$ cat config.mk
export PLATFORM = sky130hd
export DESIGN_NAME = pit_channel
export DESIGN_NICKNAME = d
export VERILOG_FILES = /design/src/rtl/pit_pkg.sv /design/src/rtl/pit_regs.sv /design/src/rtl/pit_count.sv /design/src/rtl/pit_readout.sv /design/src/rtl/pit_channel.sv
export SDC_FILE = /design/constraint.sdc
export NUM_CORES = 1
export LEC_CHECK = 0
export ABC_AREA = 1
export BUFFER_PORTS_ARGS = -buffer_cell sky130_fd_sc_hd__buf_2
export CORE_MARGIN = 2
export CORE_UTILIZATION = 40
export CTS_CLUSTER_DIAMETER = 30
export DETAILED_ROUTE_END_ITERATION = 10
export HOLD_SLACK_MARGIN = 0.06
export PLACE_DENSITY_LB_ADDON = 0.1
export SETUP_SLACK_MARGIN = 0.3
export SLEW_MARGIN = 30
export SYNTH_ARGS = -nofsm -noshare
export SYNTH_HDL_FRONTEND = slang
export SYNTH_HIERARCHICAL = 1
export SYNTH_SLANG_ARGS = --single-unit
$ cat constraint.sdc
create_clock -name clk -period 3.2 [get_ports clk]
set_input_delay 0.32 -clock clk [delete_from_list [all_inputs] [get_ports clk]]
set_output_delay 0.32 -clock clk [all_outputs]
set_load 0.005 [all_outputs]
$ cat src/rtl/pit_pkg.sv
package pit_pkg;
  localparam int unsigned BYTE_W = 8;
  localparam int unsigned CNT_W  = 2 * BYTE_W;
  localparam int unsigned CFG_W  = BYTE_W - 2;

  typedef enum logic [1:0] {MD_TERM, MD_RATE, MD_STROBE, MD_NONE} pit_mode_e;

  localparam logic [1:0] ADDR_DATA = 2'd0;
  localparam logic [1:0] ADDR_CTRL = 2'd3;
  localparam logic [1:0] SEL_CH    = 2'b00;
  localparam logic [1:0] SEL_RB    = 2'b11;
  localparam logic [1:0] ACC_LATCH = 2'b00;
  localparam logic [1:0] ACC_PAIR  = 2'b11;
  localparam logic [CFG_W-1:0] CFG_RESET = 6'b110000;

  function automatic pit_mode_e mode_of(input logic [2:0] m);
    if (m == 3'b000)      return MD_TERM;
    if (m[1:0] == 2'b10)  return MD_RATE;
    if (m == 3'b100)      return MD_STROBE;
    return MD_NONE;
  endfunction
endpackage

$ cat src/rtl/pit_regs.sv
module pit_regs
  import pit_pkg::*;
(
  input  logic              clk,
  input  logic              rst,
  input  logic [1:0]        addr,
  input  logic              wr_en,
  input  logic [BYTE_W-1:0] wdata,
  input  logic              load_ack,
  output logic [CFG_W-1:0]  cfg,
  output pit_mode_e         mode,
  output pit_mode_e         new_mode,
  output logic [CNT_W-1:0]  reload,
  output logic              load_pend,
  output logic              null_cnt,
  output logic              mode_wr,
  output logic              hi_wr,
  output logic              latch_cmd,
  output logic              rb_cnt,
  output logic              rb_st
);
  logic              ctrl_wr, data_wr, hi_next;
  logic [BYTE_W-1:0] lo_byte;
  logic [1:0]        sel, acc;

  always_comb begin
    ctrl_wr   = wr_en && (addr == ADDR_CTRL);
    data_wr   = wr_en && (addr == ADDR_DATA);
    sel       = wdata[7:6];
    acc       = wdata[5:4];
    new_mode  = mode_of(wdata[3:1]);
    mode      = mode_of(cfg[3:1]);
    mode_wr   = ctrl_wr && (sel == SEL_CH) && (acc == ACC_PAIR) &&
                !wdata[0] && (new_mode != MD_NONE);
    latch_cmd = ctrl_wr && (sel == SEL_CH) && (acc == ACC_LATCH);
    rb_cnt    = ctrl_wr && (sel == SEL_RB) && !wdata[5] && wdata[1];
    rb_st     = ctrl_wr && (sel == SEL_RB) && !wdata[4] && wdata[1];
    hi_wr     = data_wr && hi_next;
  end

  always_ff @(posedge clk) begin
    if (rst) begin
      cfg       <= CFG_RESET;
      reload    <= '0;
      lo_byte   <= '0;
      hi_next   <= 1'b0;
      load_pend <= 1'b0;
      null_cnt  <= 1'b1;
    end else begin
      if (load_ack) begin
        load_pend <= 1'b0;
        null_cnt  <= 1'b0;
      end
      if (mode_wr) begin
        cfg       <= wdata[CFG_W-1:0];
        hi_next   <= 1'b0;
        load_pend <= 1'b0;
        null_cnt  <= 1'b1;
      end else if (data_wr) begin
        null_cnt <= 1'b1;
        if (hi_next) begin
          reload    <= {wdata, lo_byte};
          load_pend <= 1'b1;
          hi_next   <= 1'b0;
        end else begin
          lo_byte <= wdata;
          hi_next <= 1'b1;
        end
      end
    end
  end
endmodule

$ cat src/rtl/pit_count.sv
module pit_count
  import pit_pkg::*;
(
  input  logic             clk,
  input  logic             rst,
  input  logic             cnt_en,
  input  pit_mode_e        mode,
  input  pit_mode_e        new_mode,
  input  logic             mode_wr,
  input  logic             hi_wr,
  input  logic             load_pend,
  input  logic [CNT_W-1:0] reload,
  output logic [CNT_W-1:0] count,
  output logic             run,
  output logic             tmr_out,
  output logic             irq,
  output logic             load_ack
);
  logic done;

  assign load_ack = cnt_en && load_pend;

  always_ff @(posedge clk) begin
    if (rst) begin
      count   <= '0;
      run     <= 1'b0;
      done    <= 1'b0;
      tmr_out <= 1'b0;
      irq     <= 1'b0;
    end else begin
      irq <= 1'b0;
      if (mode_wr) begin
        run     <= 1'b0;
        done    <= 1'b0;
        tmr_out <= (new_mode != MD_TERM);
      end else if (load_ack) begin
        count   <= reload;
        run     <= 1'b1;
        done    <= 1'b0;
        tmr_out <= (mode != MD_TERM);
      end else begin
        if (cnt_en && run) begin
          unique case (mode)
            MD_TERM: begin
              count <= count - 1'b1;
              if (count == 1 && !done) begin
                tmr_out <= 1'b1;
                irq     <= 1'b1;
                done    <= 1'b1;
              end
            end
            MD_RATE: begin
              if (count == 1) begin
                count   <= reload;
                tmr_out <= 1'b1;
              end else if (count == 2) begin
                count   <= count - 1'b1;
                tmr_out <= 1'b0;
                irq     <= 1'b1;
              end else begin
                count <= count - 1'b1;
              end
            end
            MD_STROBE: begin
              count <= count - 1'b1;
              if (count == 1 && !done) begin
                tmr_out <= 1'b0;
                irq     <= 1'b1;
                done    <= 1'b1;
              end else begin
                tmr_out <= 1'b1;
              end
            end
            default: ;
          endcase
        end
        if (hi_wr && mode == MD_TERM) tmr_out <= 1'b0;
      end
    end
  end
endmodule

$ cat src/rtl/pit_readout.sv
module pit_readout
  import pit_pkg::*;
(
  input  logic              clk,
  input  logic              rst,
  input  logic [1:0]        addr,
  input  logic              rd_en,
  input  logic              mode_wr,
  input  logic              latch_cmd,
  input  logic              rb_cnt,
  input  logic              rb_st,
  input  logic [CNT_W-1:0]  count,
  input  logic [BYTE_W-1:0] status,
  output logic [BYTE_W-1:0] rdata,
  output logic              cl_active,
  output logic [CNT_W-1:0]  snap
);
  logic              cl_hi, st_active, live_hi, data_rd;
  logic [BYTE_W-1:0] st_byte;

  assign data_rd = rd_en && (addr == ADDR_DATA);

  always_ff @(posedge clk) begin
    if (rst) begin
      rdata     <= '0;
      cl_active <= 1'b0;
      cl_hi     <= 1'b0;
      snap      <= '0;
      st_active <= 1'b0;
      st_byte   <= '0;
      live_hi   <= 1'b0;
    end else begin
      if (mode_wr) begin
        cl_active <= 1'b0;
        cl_hi     <= 1'b0;
        st_active <= 1'b0;
        live_hi   <= 1'b0;
      end else begin
        if ((latch_cmd || rb_cnt) && !cl_active) begin
          snap      <= count;
          cl_active <= 1'b1;
          cl_hi     <= 1'b0;
        end
        if (rb_st && !st_active) begin
          st_byte   <= status;
          st_active <= 1'b1;
        end
      end
      if (data_rd) begin
        if (st_active) begin
          rdata     <= st_byte;
          st_active <= 1'b0;
        end else if (cl_active) begin
          rdata <= cl_hi ? snap[CNT_W-1:BYTE_W] : snap[BYTE_W-1:0];
          cl_hi <= !cl_hi;
          if (cl_hi) cl_active <= 1'b0;
        end else begin
          rdata   <= live_hi ? count[CNT_W-1:BYTE_W] : count[BYTE_W-1:0];
          live_hi <= !live_hi;
        end
      end else if (rd_en) begin
        rdata <= '0;
      end
    end
  end
endmodule

$ cat src/rtl/pit_channel.sv
module pit_channel
  import pit_pkg::*;
(
  input  logic              clk,
  input  logic              rst,
  input  logic [1:0]        addr,
  input  logic              wr_en,
  input  logic              rd_en,
  input  logic [BYTE_W-1:0] wdata,
  output logic [BYTE_W-1:0] rdata,
  input  logic              cnt_en,
  output logic              tmr_out,
  output logic              irq_o
);
  logic [CFG_W-1:0]  cfg;
  pit_mode_e         mode, new_mode;
  logic [CNT_W-1:0]  reload, count, snap;
  logic              load_pend, null_cnt, mode_wr, hi_wr, latch_cmd;
  logic              rb_cnt, rb_st, load_ack, run, cl_active;
  logic [BYTE_W-1:0] status;

  assign status = {tmr_out, null_cnt, cfg};

  pit_regs u_regs (
    .clk(clk), .rst(rst), .addr(addr), .wr_en(wr_en), .wdata(wdata),
    .load_ack(load_ack), .cfg(cfg), .mode(mode), .new_mode(new_mode),
    .reload(reload), .load_pend(load_pend), .null_cnt(null_cnt),
    .mode_wr(mode_wr), .hi_wr(hi_wr), .latch_cmd(latch_cmd),
    .rb_cnt(rb_cnt), .rb_st(rb_st)
  );

  pit_count u_count (
    .clk(clk), .rst(rst), .cnt_en(cnt_en), .mode(mode), .new_mode(new_mode),
    .mode_wr(mode_wr), .hi_wr(hi_wr), .load_pend(load_pend), .reload(reload),
    .count(count), .run(run), .tmr_out(tmr_out), .irq(irq_o),
    .load_ack(load_ack)
  );

  pit_readout u_read (
    .clk(clk), .rst(rst), .addr(addr), .rd_en(rd_en), .mode_wr(mode_wr),
    .latch_cmd(latch_cmd), .rb_cnt(rb_cnt), .rb_st(rb_st), .count(count),
    .status(status), .rdata(rdata), .cl_active(cl_active), .snap(snap)
  );
endmodule

==> metrics.md, run 1 <==
| Metric | Value |
|---|---|
| Syn Std Cell Area | `0.00483 mm2` |
| Crit. End Element | `register` |
| 1st-iter DRT viols | `251` |
| Max incr delay on CP | `0.51 ns` |
| WL/cell | `13.4 um` |
| Clock root buffer master | `clkbuf_16` |
| WL met1 | `5.91 mm` |
| DR WL met3 | `589 um` |
| Fin nets | `756` |
| Clock Sinks | `89` |
| # hold bufs at CTS | `0` |
| Worst hold stages | `2` |
| Seq/Total Area, Yosys | `36.9%` |
| Run status | `complete, no violations` |
| # port buffers | `24` |
| Setup TNS | `0 ns` |
| Worst VDD drop | `0.335 mV` |
| Met2 WL | `5.13 mm` |
| Largest cells by area after synthesis | `dfxtp_1, nand2_1, inv_1` |
| Final Hold Fails | `0` |
| Die Y | `114 um` |
| Worst Path Required | `3.43 ns` |
| Vias in the first global route | `3993` |
| Share of post-route cells with drive strength above 1 | `13.4%` |
| Post-route ant nets | `0` |
| Post-CTS Setup Bufs | `0` |
| Worst hold path type | `in2reg` |
| Critical-path cell list | `or2_2 > inv_1 > ha_1 > nor2_1 > a31oi_4 > inv_2 > a21oi_1 > o21ai_0 > o211ai_1 > inv_1` |
| Post-synth top area cell | `dfxtp_1` |
| Total global routing overflow | `0` |
| Max Slew Vio Count | `0` |
| Inserted Diodes | `0` |
| Die X | `114 um` |
| Clock Latency Late Sink | `0.35 ns` |
| Skew final | `0.00615 ns` |
| Die ar. | `0.0130 mm2` |
| Lkg Pwr | `2.37 nW` |
| Via count | `4226` |
| Worst slack, placed | `0.744 ns` |
| # IOs | `25` |
| Routability congestion estimate | `0.834` |
| Syn_nets | `741` |
| CTS tree | `done` |
| # DRC | `0` |
| EDFF count, synth | `0` |
| Worst R2R Setup Slack | `0.85 ns` |
| Total Power | `2.36 mW` |
| Cell mode on critical path | `inv_1` |
| First-pass GRT wire length | `19.8 mm` |
| Crit path time final | `2.35 ns` |
| CP Max Fanout | `17` |
| Drt first pass iters | `5` |
| Via density | `4.78` |
| Synth top area share | `36.9%` |
| Total CTS buffers | `9` |
| Critical path launch point type | `register` |
| Core area | `0.0119 mm2` |
| Fin worst setup slack | `0.853 ns` |
| Rows | `40` |
| Count leader, synth | `nand2_1` |
| Async set-reset flop share out of synthesis | `0%` |
| Synth cell count leaders | `nand2_1, inv_1, dfxtp_1` |
| Relative slew margins | `38.5%` |
| Reg2reg path depth | `10` |
| Synth-to-Final Area Change | `9.39%` |
| Final instance area | `0.00528 mm2` |
| Max Used Layer | `met4` |
| Synthesized area per cell | `6.72 um2` |
| Slew @ Worst Pin | `0.922 ns` |
| CP max stage cell | `a31oi_4` |
| Cells after Synth | `718` |
| Hpwl dp | `8.71 mm` |
| Clock Pin Slew Worst Setup and Hold Paths | `0.06 ns` |
| Synth warn | `6` |
| Largest net degree at the start of global routing | `31` |
| Worst EP arrival | `2.58 ns` |
| Max cap viols | `0` |
| Dpl cell area | `0.00500 mm2` |
| All-Layer GR Usage | `19.6%` |
| Initial antenna violation count | `0` |
| Starting Density | `40.5%` |
| Most common flop cell mapped by yosys | `dfxtp_1` |
| Cell area power density | `447 mW/mm2` |
| Seq cells post-synth | `89` |
| # H-tree levels | `3` |
| Post-Route WL | `11.9 mm` |
| RSZ-0062 raised after global routing | `no` |
| Crit share post-route | `73.4%` |
| Setup CP Type | `reg2reg` |
| FMAX | `426 MHz` |
| Final setup viols | `0` |
| Quantity of gates resized following cts | `0` |
| Yosys cell types | `43` |
| Deepest clock path buffer count | `2` |
==> logic make-up after synthesis <==
| group | after synthesis | synth area share (%) |
|---|---|---|
| xor gates and xnor gates | 6 | 1.09 |
| adders and majority gates | 8 | 2.07 |
| DFF | 89 | 36.9 |
| and+or+nand+nor | 343 | 31.9 |
| buffers and inverters | 160 | 13.8 |
| AOI/OAI and AO/OA | 112 | 14.1 |
==> layout by cell type (no fill, tap or decap), types with 3 or more instances in the layout <==
cell type  netlist  final
nand2_1        193    193
inv_1          129    129
dfxtp_1         89     89
nor2_1          66     66
a21oi_1         45     45
nand3_1         37     37
o21ai_0         36     36
buf_2            4     24
a21oi_2         10     10
clkbuf_16        0      9
nand2_2          9      9
nor2_2           8      8
ha_1             8      8
nor2_4           7      7
inv_2            6      6
o211ai_1         5      5
xor2_1           4      4
o211ai_2         4      4
nand4_1          4      4
o21ai_1          4      4
clkbuf_1         6      3
nor3_1           3      3
or2_2            3      3
nand3b_1         3      3
==> worst max-delay path, delay by kind of cell, from the launching register on <==
family	cells	cell delay, ns
buffers and inverters	3	0.41
flip-flops	1	0.33
AO/OA/AOI/OAI	4	0.86
AND/OR/NAND/NOR	2	0.42
adder cells (fa/ha/maj)	1	0.17
==> worst paths after layout <==
path	startpoint	endpoint
worst min register to register	u_regs/cfg[0]	u_regs/cfg[0]
worst min-delay path	rst	u_read/rdata[5]
worst max-delay path	u_regs/cfg[2]	u_count/count[0]
worst max register to register	u_regs/cfg[2]	u_count/count[0]
==> per-layer routing <==
layer  GRT usage (%)  vias up
met5               0        -
met4            8.54        0
met3            3.51       15
met2            30.0       90
met1            27.0     1881
li1                -     2240
==> flip-flops by register name (all words and copies together), names as in the netlist <==
name              count
u_count/count        16
u_count/done          1
u_count/irq           1
u_count/run           1
u_count/tmr_out       1
u_read/cl_active      1
u_read/cl_hi          1
u_read/live_hi        1
u_read/rdata          8
u_read/snap          16
u_read/st_active      1
u_read/st_byte        8
u_regs/cfg            6
u_regs/hi_next        1
u_regs/lo_byte        8
u_regs/load_pend      1
u_regs/null_cnt       1
u_regs/reload        16
==> per-stage QoR <==
| step | utilization [%] | hold slack (ns) | cells |
|---|---|---|---|
| floorplan | - | 0.398 | 718 |
| global placement | 42.0 | 0.416 | 869 |
| detailed placement | 42.0 | 0.418 | 869 |
| CTS | 44.3 | 0.304 | 884 |
| global route | 44.3 | 0.330 | 884 |
| finish | 44.3 | 0.318 | 884 |
==> power breakdown <==
| part | switching (mW) | total [mW] | internal (mW) |
|---|---|---|---|
| logic | 0.132 | 0.200 | 0.0682 |
| clock network | 0.420 | 1.02 | 0.600 |
| registers | 0.0160 | 1.14 | 1.13 |
==> cell type report <==
class | count | area, um2
well taps | 147 | 184
flip-flops and latches | 89 | 1780
clock inverters | 3 | 42.5
repair buffers | 26 | 135
multi-input cells | 469 | 2380
inverters | 138 | 523
fillers | 1262 | 6630
clock buffers | 12 | 236
No activity file was read; power rests on OpenSTA's default activity.
==> run 2, diff against run 1 <==
Clock period 3.2 ns to 2.1 ns, I/O delays scaled along.
==> run 2 against run 1 <==
Compared with the run above: via count up 3.1%; clock skew up 0.0016 ns; sequential cell count unchanged; die area unchanged; clock power up 61%; design area up 10%; first-iteration DRC count down 13%; worst hold slack worse by 0.078 ns; critical path type unchanged; largest cell class unchanged.
==> metrics.md, run 2 (synthesis gave the netlist of run 1 again) <==
| Metric | Value |
|---|---|
| CTS tree | `done` |
| Slew @ Worst Pin | `0.672 ns` |
| CP Max Fanout | `7` |
| First-pass GRT wire length | `20.6 mm` |
| Starting Density | `40.5%` |
| Cell mode on critical path | `buf_6` |
| # port buffers | `24` |
| Max cap viols | `0` |
| Dpl cells | `891` |
| Total global routing overflow | `0` |
| Fin nets | `794` |
| Clock Latency Late Sink | `0.36 ns` |
| Deepest clock path buffer count | `2` |
| Share of post-route cells with drive strength above 1 | `21.9%` |
| Total CTS buffers | `9` |
| # DRC | `0` |
| Final Hold Fails | `0` |
| Initial antenna violation count | `0` |
| Relative slew margins | `55.2%` |
| Clock root buffer master | `clkbuf_16` |
| Die X | `114 um` |
| Post-Route WL | `12.7 mm` |
| Worst VDD drop | `0.360 mV` |
| Clock Pin Slew Worst Setup and Hold Paths | `0.06 ns` |
| Die ar. | `0.0130 mm2` |
| Final cell count without fillers | `923` |
| # IOs | `25` |
| Most common cell after layout, fill and taps aside | `nand2_1` |
| Drt first pass iters | `7` |
| Rows | `40` |
| Worst hold path type | `in2reg` |
| Lkg Pwr | `2.62 nW` |
| Worst EP arrival | `2.08 ns` |
| Top delay family on crit path | `buffers and inverters` |
| Synth-to-Final Area Change | `20.8%` |
| Crit share post-route | `88.7%` |
| Setup TNS | `0 ns` |
| # H-tree levels | `3` |
| Largest net degree at the start of global routing | `32` |
| Biggest regs | `u_count/count: 16 flops, u_read/snap: 16 flops, u_regs/reload: 16 flops` |
| Crit path time final | `1.86 ns` |
| Critical-path cell list | `or2_4 > inv_4 > ha_4 > nor2_4 > buf_6 > a31oi_4 > clkinv_4 > buf_6 > buf_6 > nand2_2 > a21oi_1` |
| Most frequent cells in the layout | `nand2_1, inv_1, dfxtp_1, nor2_1, a21oi_1` |
| Post-route ant nets | `0` |
| Max incr delay on CP | `0.36 ns` |
| Routability congestion estimate | `0.881` |
| Via density | `4.72` |
| Core area | `0.0119 mm2` |
| Clock Sinks | `89` |
| Hpwl dp | `9.04 mm` |
| Final setup viols | `0` |
| 1st-iter DRT viols | `219` |
| Critical path launch point type | `register` |
| Bufs and invs on worst path | `5` |
| Crit. End Element | `register` |
| Inserted Diodes | `0` |
| Setup CP Type | `reg2reg` |
| Die Y | `114 um` |
| Vias in the first global route | `3998` |
| Cell area power density | `637 mW/mm2` |
| RSZ-0062 raised after global routing | `yes` |
| Worst Path Required | `2.32 ns` |
| CP max stage cell | `dfxtp_4` |
| Run status | `complete, no violations` |
| FMAX | `537 MHz` |
| Skew final | `0.00778 ns` |
| All-Layer GR Usage | `20.6%` |
| Via count | `4357` |
| Max Slew Vio Count | `0` |
| WL/cell | `13.7 um` |
-- run 2: worst register-to-register path, stage by stage, from the launching register on --
cell and delay, ns:
dfxtp_4 0.36, or2_4 0.25, inv_4 0.08, ha_4 0.15, nor2_4 0.04, buf_6 0.11, a31oi_4 0.22, clkinv_4 0.15
buf_6 0.16, buf_6 0.11, nand2_2 0.04, a21oi_1 0.07
-- run 2: through the flow --
stage / power (mW) / util (%) / setup WS (ns) / instance area (um2) / hold WS [ns]
final: 3.71 / 48.9 / 0.238 / 5830 / 0.239
after global placement: 2.09 / 43.5 / -0.129 / 5180 / 0.424
after detailed placement: 2.09 / 43.5 / -0.163 / 5180 / 0.423
after global routing: 3.86 / 48.9 / 0.158 / 5830 / 0.256
after CTS: 3.74 / 47.4 / 0.304 / 5650 / 0.238
after floorplan: 2.00 / - / 0.318 / 4830 / 0.288
-- run 2: timing repair --
action	in CTS	in global routing
resized for setup	27	35
hold buffers	0	0
buffers inserted	5	10
gates cloned	1	0
pin swaps	6	1
endpoints found under the setup margin	17	18
-- run 2: area by class of cell --
type | count | area [um2]
multi-input combinational | 469 | 2510
fill | 1221 | 6080
tap | 147 | 184
timing repair buffer | 64 | 503
sequential | 89 | 1790
inverter | 138 | 544
clock buffer | 11 | 243
clock inverter | 5 | 55.1
-- run 2: path summary, 6_finish.rpt --
check                start                 to  slack [ns]  cells past startpoint
min reg2reg  u_regs/cfg[0]      u_regs/cfg[0]        0.43                      2
max          u_regs/cfg[2]   u_count/count[2]        0.24                     11
max reg2reg  u_regs/cfg[2]   u_count/count[2]        0.24                     11
min               wdata[6]  u_regs/reload[14]        0.24                      5
-- run 2: metal layers --
layer	part of all wire, %	global-route usage [%]	vias up
li1	-	-	2322
met5	0	0	-
met3	3.2	3.24	12
met1	51	29.0	1959
met4	1.5	7.56	0
met2	45	32.0	64
-- run 2: power breakdown --
part | switching, mW | internal, mW | total [mW]
logic | 0.215 | 0.122 | 0.337
clock network | 0.690 | 0.951 | 1.64
registers | 0.0197 | 1.71 | 1.73
==> run 3, diff against run 2 <==
Settings changed: CORE_UTILIZATION 40 to 43.
==> run 3 against run 2 <==
Compared with the run above: design area decreased by 3.5%; die area decreased by 6.7%; count of clock-buffer cells in the layout increased by 3; sequential share of layout area increased by 1.1 points.
==> metrics.md, run 3 (synthesis gave the netlist of run 1 again) <==
| Metric | Value |
|---|---|
| Core area | `0.0109 mm2` |
| FMAX | `555 MHz` |
| Post-Route WL | `12.6 mm` |
| Max Slew Vio Count | `0` |
| Dpl cells | `878` |
| Register Area | `0.00179 mm2` |
| Cell area power density | `567 mW/mm2` |
| Crit path time final | `1.80 ns` |
| Clock Pin Slew Worst Setup and Hold Paths | `0.09 ns` |
| Clock share of power | `35.2%` |
| Slew @ Worst Pin | `0.645 ns` |
| Power Internal | `2.33 mW` |
| Inserted Diodes | `0` |
| Routability congestion estimate | `0.870` |
| Hpwl dp | `8.88 mm` |
| Final cell count without fillers | `906` |
| Biggest regs | `u_count/count: 16 flops, u_read/snap: 16 flops, u_regs/reload: 16 flops` |
| Worst EP arrival | `2.11 ns` |
| Die ar. | `0.0121 mm2` |
| Crit share post-route | `85.8%` |
| Total CTS buffers | `9` |
| Post-route ant nets | `0` |
| Clock Latency Late Sink | `0.38 ns` |
| CP max stage cell | `dfxtp_4` |
| Fin nets | `784` |
| Synth-to-Final Area Change | `16.5%` |
| Bufs and invs on worst path | `3` |
| CP Max Fanout | `6` |
| Setup TNS | `0 ns` |
| Top delay family on crit path | `simple AND/OR/NAND/NOR gates` |
| Lkg Pwr | `2.52 nW` |
| Drt first pass iters | `5` |
| Vias in the first global route | `4000` |
| # H-tree levels | `3` |
| RSZ-0062 raised after global routing | `yes` |
| CTS tree | `done` |
| Die Y | `110 um` |
| # DRC | `0` |
| # port buffers | `24` |
| Seq pwr share | `54.3%` |
| # IOs | `25` |
| Crit. End Element | `register` |
| All-Layer GR Usage | `22.0%` |
| Area of the multi-input gates | `0.00252 mm2` |
| Most frequent cells in the layout | `nand2_1, inv_1, dfxtp_1, nor2_1, a21oi_1` |
| Switching pwr | `862 uW` |
| Die X | `110 um` |
| Switching share of total power | `27.0%` |
| Relative slew margins | `56.9%` |
| Clock Sinks | `89` |
| Final setup viols | `0` |
| # hold bufs at CTS | `0` |
| Cell mode on critical path | `inv_4` |
| Starting Density | `44.3%` |
| Combinational power share | `10.5%` |
| Critical-path cell list | `or2_4 > inv_4 > ha_4 > nor2_4 > a31oi_4 > inv_4 > buf_12 > nor2_1 > nand2_1 > a21oi_1` |
| Max incr delay on CP | `0.37 ns` |
| Deepest clock path buffer count | `2` |
| Worst hold path type | `in2reg` |
| Skew final | `0.00649 ns` |
| Fill count | `1111` |
| Total global routing overflow | `0` |
| Worst VDD drop | `0.370 mV` |
| Largest net degree at the start of global routing | `32` |
| Via density | `4.83` |
| Final Hold Fails | `0` |
| First-pass GRT wire length | `20.1 mm` |
| WL/cell | `13.9 um` |
| Setup CP Type | `reg2reg` |
| Critical path launch point type | `register` |
| Run status | `complete, no violations` |
| Share of post-route cells with drive strength above 1 | `20.0%` |
| Initial antenna violation count | `0` |
| Worst Path Required | `2.40 ns` |
| 1st-iter DRT viols | `242` |
| Max cap viols | `0` |
| Rows | `38` |
| Clock root buffer master | `clkbuf_8` |
| Total Power | `3.19 mW` |
| Most common cell after layout, fill and taps aside | `nand2_1` |
| Via count | `4375` |
-- run 3: cell count changes in the layout (fill, tap and decap cells not counted), sizes merged --
| cell | delta |
|---|---|
| buf | -13 |
| clkbuf | +4 |
| inv | +2 |
| bufinv | -1 |
| clkinv | -1 |
| clkinvlp | -1 |
-- run 3: through the flow --
step           setup WS [ns]  hold WS [ns]  area [um2]  utilization, %
6_report               0.298         0.186        5620            51.7
5_1_grt                0.196         0.199        5620            51.7
4_1_cts                0.297         0.167        5370            49.3
3_5_place_dp           0.168         0.416        5130            47.1
3_3_place_gp           0.228         0.420        5130            47.1
2_1_floorplan          0.318         0.288        4830               -
-- run 3: worst min-delay path: cells and delay by family --
kind | cells | cell delay (ns)
buffers and inverters | 2 | 0.16
and+or+nand+nor | 3 | 0.15
-- run 3: metal layers --
metal	share of wire, %	global-route usage [%]	up-vias
met5	0	0	-
met4	1.6	7.69	0
met3	4.0	3.20	15
met2	45	33.9	85
met1	49	31.1	1974
li1	-	-	2301
-- run 3: what timing repair did --
item	4_1_cts	5_1_grt
resized for setup	9	47
setup buffers	3	6
setup endpoints to repair	17	17
cloned	0	3
pin swaps	1	16
-- run 3: cell type report --
type / count / area share (%)
clock buffer: 14 / 2.89
clock inverter: 2 / 0.222
inverter: 138 / 9.57
multi-input combinational: 469 / 44.7
sequential: 89 / 31.8
tap: 140 / 3.11
timing repair buffer: 52 / 7.19
timing repair inverter: 2 / 0.445
-- run 3: path summary, 6_finish.rpt --
| check | from | to | slack (ns) | cells after the start |
|---|---|---|---|---|
| worst max-delay path | u_regs/cfg[2] | u_count/count[12] | 0.30 | 10 |
| worst min-delay path | wdata[0] | u_regs/reload[8] | 0.19 | 5 |
| worst min register to register | u_regs/cfg[0] | u_regs/cfg[0] | 0.43 | 2 |
| worst max register to register | u_regs/cfg[2] | u_count/count[12] | 0.30 | 10 |
-- run 3: power groups by stage --
stage	combinational (mW)	sequential, mW	clock [mW]
after floorplan	0.234	1.77	0
after global placement	0.314	1.77	0
after detailed placement	0.317	1.77	0
after CTS	0.322	1.73	1.15
after global routing	0.380	1.74	1.21
final	0.335	1.73	1.12
